===== config.mk =====
export PLATFORM = sky130hd
export DESIGN_NAME = crml_unit
export DESIGN_NICKNAME = d
export VERILOG_FILES = /design/src/rtl/crml_pkg.sv /design/src/rtl/crml_lane.sv /design/src/rtl/crml_reduce.sv /design/src/rtl/crml_writer.sv /design/src/rtl/crml_unit.sv
export SDC_FILE = /design/constraint.sdc
export NUM_CORES = 1
export LEC_CHECK = 0
export BUFFER_PORTS_ARGS = -buffer_cell sky130_fd_sc_hd__buf_2
export CAP_MARGIN = 25
export CORE_MARGIN = 2
export CORE_UTILIZATION = 44
export CTS_CLUSTER_DIAMETER = 50
export CTS_CLUSTER_SIZE = 12
export DETAILED_ROUTE_END_ITERATION = 6
export PLACE_DENSITY = 0.81
export SETUP_SLACK_MARGIN = 0.2
export SKIP_CTS_REPAIR_TIMING = 1
export SLEW_MARGIN = 20
export SYNTH_ARGS = -nofsm -noshare
export SYNTH_HDL_FRONTEND = slang
export SYNTH_SLANG_ARGS = --single-unit

===== constraint.sdc =====
create_clock -name clk -period 4.2 [get_ports clk]
set_clock_uncertainty 0.1 [all_clocks]
set_input_delay 0.42 -clock clk [delete_from_list [all_inputs] [get_ports clk]]
set_output_delay 0.42 -clock clk [all_outputs]
set_load 0.02 [all_outputs]

===== src/rtl/crml_pkg.sv =====
package crml_pkg;

    typedef enum logic [1:0] {
        OP_INS  = 2'd0,
        OP_FOLD = 2'd1,
        OP_EXT  = 2'd2,
        OP_RSV  = 2'd3
    } crml_op_e;

    typedef enum logic {
        ST_IDLE = 1'b0,
        ST_RESP = 1'b1
    } crml_state_e;

    typedef enum logic [1:0] {
        RED_AND  = 2'd0,
        RED_OR   = 2'd1,
        RED_XOR  = 2'd2,
        RED_XORB = 2'd3
    } crml_red_e;

endpackage


===== src/rtl/crml_lane.sv =====
module crml_lane #(
    parameter int FBITS = 4
) (
    input  logic [FBITS-1:0] fld_vec,
    input  logic [FBITS-1:0] mask,
    input  logic [FBITS-1:0] mode,
    input  logic             use_ref,
    input  logic             ref_bit,
    output logic [FBITS-1:0] n
);
    // n[i] is n_i; source bit i of the field is counted from its MSB
    for (genvar i = 0; i < FBITS; i++) begin : g_bit
        logic src;
        always_comb begin
            src  = use_ref ? ref_bit : fld_vec[FBITS-1-i];
            n[i] = mask[i] & (mode[i] == src);
        end
    end
endmodule


===== src/rtl/crml_reduce.sv =====
module crml_reduce #(
    parameter int FBITS = 4
) (
    input  logic [FBITS-1:0] n,
    input  logic [1:0]       sel,
    output logic             y
);
    import crml_pkg::*;
    always_comb begin
        unique case (crml_red_e'(sel))
            RED_AND:  y = &n;
            RED_OR:   y = |n;
            RED_XOR,
            RED_XORB: y = ^n;
            default:  y = 1'b0;
        endcase
    end
endmodule


===== src/rtl/crml_writer.sv =====
module crml_writer #(
    parameter int FIELDS = 8,
    parameter int FBITS  = 4,
    parameter int XLEN   = 64,
    localparam int CRW   = FIELDS * FBITS,
    localparam int FSELW = $clog2(FIELDS),
    localparam int BSELW = $clog2(CRW)
) (
    input  logic [CRW-1:0]   cr_q,
    input  logic [1:0]       op,
    input  logic [FSELW-1:0] fld,
    input  logic [BSELW-1:0] bsel,
    input  logic [FBITS-1:0] n,
    input  logic             fold_bit,
    input  logic [XLEN-1:0]  ext_res,
    input  logic             rec,
    output logic [CRW-1:0]   cr_d
);
    import crml_pkg::*;

    logic [FBITS-1:0] ins_val;
    logic [FBITS-1:0] rec_val;

    // field layout: n0 at the field MSB
    for (genvar i = 0; i < FBITS; i++) begin : g_rev
        assign ins_val[FBITS-1-i] = n[i];
    end

    always_comb begin
        rec_val          = '0;
        rec_val[FBITS-1] = ext_res[XLEN-1];
        rec_val[FBITS-2] = !ext_res[XLEN-1] && (ext_res != '0);
        rec_val[FBITS-3] = (ext_res == '0);
    end

    for (genvar f = 0; f < FIELDS; f++) begin : g_fld
        localparam int LO = CRW - FBITS * (f + 1);
        for (genvar b = 0; b < FBITS; b++) begin : g_b
            localparam int POS = LO + b;
            always_comb begin
                cr_d[POS] = cr_q[POS];
                unique case (crml_op_e'(op))
                    OP_INS: begin
                        if (fld == FSELW'(f)) cr_d[POS] = ins_val[b];
                    end
                    OP_FOLD: begin
                        if (bsel == BSELW'(CRW - 1 - POS)) cr_d[POS] = fold_bit;
                    end
                    OP_EXT: begin
                        if (rec && f == 0) cr_d[POS] = rec_val[b];
                    end
                    OP_RSV: cr_d[POS] = cr_q[POS];
                    default: cr_d[POS] = cr_q[POS];
                endcase
            end
        end
    end
endmodule


===== src/rtl/crml_unit.sv =====
module crml_unit #(
    parameter int FIELDS = 8,
    parameter int FBITS  = 4,
    parameter int XLEN   = 64,
    localparam int CRW   = FIELDS * FBITS,
    localparam int FSELW = $clog2(FIELDS),
    localparam int BSELW = $clog2(CRW)
) (
    input  logic             clk,
    input  logic             rst,
    input  logic             valid_i,
    input  logic [1:0]       op_i,
    input  logic [FBITS-1:0] mask_i,
    input  logic [FBITS-1:0] mode_i,
    input  logic [1:0]       red_sel_i,
    input  logic             rec_i,
    input  logic [FSELW-1:0] fld_i,
    input  logic [BSELW-1:0] bit_i,
    input  logic [XLEN-1:0]  int_i,
    output logic [CRW-1:0]   cr_o,
    output logic [XLEN-1:0]  int_o,
    output logic             done_o
);
    import crml_pkg::*;

    crml_state_e state_q, state_d;
    logic [CRW-1:0]   cr_q, cr_d;
    logic [XLEN-1:0]  int_q;
    logic [FBITS-1:0] src_vec, n;
    logic             use_ref, fold_bit, ext_bit;
    logic [XLEN-1:0]  ext_res;

    assign src_vec = cr_q[(FIELDS - 1 - int'(fld_i)) * FBITS +: FBITS];
    assign use_ref = (crml_op_e'(op_i) == OP_INS);
    assign ext_res = {{(XLEN-1){1'b0}}, ext_bit};

    crml_lane #(.FBITS(FBITS)) lane_i (
        .fld_vec(src_vec), .mask(mask_i), .mode(mode_i),
        .use_ref(use_ref), .ref_bit(int_i[0]), .n(n)
    );

    crml_reduce #(.FBITS(FBITS)) fold_red_i (
        .n(n), .sel({1'b0, red_sel_i[0]}), .y(fold_bit)
    );

    crml_reduce #(.FBITS(FBITS)) ext_red_i (
        .n(n), .sel(red_sel_i), .y(ext_bit)
    );

    crml_writer #(.FIELDS(FIELDS), .FBITS(FBITS), .XLEN(XLEN)) wr_i (
        .cr_q(cr_q), .op(op_i), .fld(fld_i), .bsel(bit_i), .n(n),
        .fold_bit(fold_bit), .ext_res(ext_res), .rec(rec_i), .cr_d(cr_d)
    );

    // next-state logic
    always_comb begin
        state_d = state_q;
        unique case (state_q)
            ST_IDLE: state_d = valid_i ? ST_RESP : ST_IDLE;
            ST_RESP: state_d = valid_i ? ST_RESP : ST_IDLE;
            default: state_d = ST_IDLE;
        endcase
    end

    // state register
    always_ff @(posedge clk) begin
        if (rst) state_q <= ST_IDLE;
        else     state_q <= state_d;
    end

    // datapath registers
    always_ff @(posedge clk) begin
        if (rst) begin
            cr_q  <= '0;
            int_q <= '0;
        end else if (valid_i) begin
            cr_q <= cr_d;
            if (crml_op_e'(op_i) == OP_EXT) int_q <= ext_res;
        end
    end

    // outputs
    always_comb begin
        cr_o   = cr_q;
        int_o  = int_q;
        done_o = (state_q == ST_RESP);
    end
endmodule


==> impl_metrics.tcl <==
set metrics [dict create \
    clk_path_buf_depth 2 \
    final_antenna_net_count 0 \
    netlist_top_cells_area "dfxtp_1 (22%), buf_4 (16%), a21oi_1 (6.5%)" \
    power_uw 938 \
    synthCells 392 \
    status "finished clean" \
    end_kind "register" \
    finalInstanceArea_um2 3280 \
    synth_edf_count 0 \
    peakVddDrop_mv 0.126 \
    synthArstFlopShare 0 \
    root_buffer "clkbuf_8" \
    final_cell_mix "conb_1 (63), buf_2 (58), nor2_1 (45)" \
    path_clk_slew_ps 70 \
    synthToLayoutAreaGrowth_pct 6.42 \
    drt-total-wl_um 8130 \
    die_w_um 87.7 \
    slowest_stage "mux4_1" \
    drt_iter0_drc 198 \
    worstHoldEndpoint "done_o" \
    drive_above_1_share 0.184 \
    placed_cell_area_um2 3160 \
    fin_ws_ps 765 \
    rows 30 \
    hold_violations 0 \
    vias 2927 \
    holdCritStartpoint "valid_i" \
    reg2reg_slack_ps 950 \
    fin_nets 531 \
    slew_viol_final 0 \
    max_clock_freq_mhz 291 \
    crit_path_max_incr_delay_ps 630 \
    cts_tree "yes" \
    leakagePower_nw 1.49 \
    tightest_slew_ps 819 \
    finalNonFillerCells 531 \
    overflow 0 \
    grt_pass1_vias 2521 \
    design.die.area_um2 7680 \
    synth_warnings 0 \
    cts_num_sinks 34 \
    io_buffer_count 58 \
    cts_buffers 5 \
    die_h_um 87.7 \
    crit_type "primary input to register" \
    finalCritPeriodShare 0.818 \
    worstSetupStartpointType "primary input" \
    yosysSeqAreaShare 0.221 \
    track_usage 0.202 \
    setup_viol 0 \
    holdWs_ps 378 \
    gp_congestion 0.914 \
    antenna_found_initial 0 \
    num_antenna_cells 0 \
    synth_seq_cells 34 \
    synthFlopType "dfxtp_1" \
    dpl.cell_count 524 \
    fin_util 0.482 \
    hold_class "primary input to register" \
    arrival_ps 3470 \
    syn-mean-instance-area_um2 7.86 \
    drc 0 \
    htreeDepth 2 \
    powerDensity_nw_per_um2 286 \
    netlist.area_leader.share 0.221 \
    rr_startpoint "cr_o[10]" \
    crit_required_ps 4230 \
    period_minus_slack_ps 3440 \
    start_util 0.453 \
    synth.distinct_cells 58 \
    rsz0062_at_grt "no" \
    relSlewSlack 0.449 \
    crit_fanout 19 \
    wl_per_cell_um 15.3 \
    r2r_cells 11 \
    crit_path_cell_trace "buf_2 > mux4_1 > a2bb2oi_1 > mux2i_1 > and2_1 > inv_1 > ha_1 > a21o_1 > nand3_1 > o21ai_0 > nor3b_2 > a211oi_1" \
    drv_cap 0 \
    hpwl_um 6090 \
    syn_area_um2 3080 \
    grt_max_degree 45 \
    whs_path_depth 2 \
    io_pins 185 \
    fp.coreArea_um2 6790 \
    grt_pass1_wl_um 12400 \
    final_common_cell "conb_1" \
    firstDrtPassIters 5 \
    clkLatencyLatePin_ps 290 \
    r2r_end "cr_o[8]" \
    detail_route.vias_per_cell 5.51 \
    place_ws_ps 467 \
    synth.largest_area_cell "dfxtp_1" \
    fin_tns_setup_ps 0 \
]
==> power by group <==
group,leakage [nW],total (mW),internal [mW],switching (mW)
logic,1.15,0.277,0.0831,0.194
clock network,0.0573,0.312,0.190,0.123
registers,0.277,0.349,0.337,0.0113
==> registers in the layout, summed over array words and instances (netlist names) <==
name	count
cr_o	32
done_o	1
int_o	1
==> synth_stat cells, types with 2 or more instances <==
library cell  number
nand3b_1           4
a211oi_1          10
mux2i_1           15
o21bai_1           3
buf_4             65
a21o_1             5
nor4bb_1           2
o21ai_0           12
o41ai_1            3
a2bb2oi_1          2
nor2_1            45
nand2_1           12
clkbuf_1          18
mux4_1             3
inv_1              8
buf_2              2
nor2b_1            9
o31ai_1            2
a21oi_1           40
mux4_2             2
nand4_1            3
ha_1               8
a31oi_1            3
o22ai_1            4
and4bb_2           2
nor3b_1            4
dfxtp_1           34
nand2b_1           3
and3_1             3
and4b_1            3
or3_1              4
nand3_1           15
and2_1             4
a311oi_1          13
nor3_1             3
and3b_1            2
==> worst max path at each step <==
stage | from | to | slack (ps) | cells past startpoint
after floorplan | fld_i[1] | cr_o[0] | 1160 | 12
final | fld_i[1] | cr_o[8] | 760 | 12
after CTS | fld_i[1] | cr_o[8] | 770 | 12
after detailed placement | fld_i[1] | cr_o[8] | 470 | 12
after global placement | fld_i[1] | cr_o[4] | 570 | 12
after global routing | fld_i[1] | cr_o[8] | 510 | 12
==> worst max-delay path: cells and delay by family <==
kind | cells | cell delay (ps)
buffers and inverters | 2 | 460
and+or+nand+nor | 3 | 890
adders and majority gates | 1 | 190
muxes | 2 | 830
AOI/OAI and AO/OA | 4 | 660
==> cell families (layout without fill, tap and decap cells) <==
logic type | Yosys count | in the layout | share of synthesized area
AND/OR/NAND/NOR | 124 | 124 | 0.218
AO/OA/AOI/OAI | 106 | 106 | 0.228
buffers and inverters | 96 | 77 | 0.200
flip-flops | 34 | 34 | 0.221
multiplexers | 21 | 21 | 0.0939
adder cells (fa/ha/maj) | 8 | 8 | 0.0325
XOR/XNOR | 2 | 2 | 0.00569
other | 1 | 63 | 0.00122
==> layer usage <==
layer / wire (um) / vias to the layer above / GRT usage
li1: - / 1378 / -
met1: 3350 / 1361 / 0.261
met2: 3850 / 168 / 0.340
met3: 747 / 20 / 0.0424
met4: 177 / 0 / 0.0601
met5: 0 / - / 0
==> area by class of cell <==
| type | count | area, um2 |
|---|---|---|
| fillers | 663 | 3520 |
| inverters | 9 | 33.8 |
| well taps | 96 | 120 |
| multi-input cells | 324 | 2020 |
| clock inverters | 1 | 30.0 |
| flip-flops and latches | 34 | 681 |
| clock buffers | 6 | 82.6 |
| repair buffers | 61 | 313 |
Power figures use the tool's default switching activity.
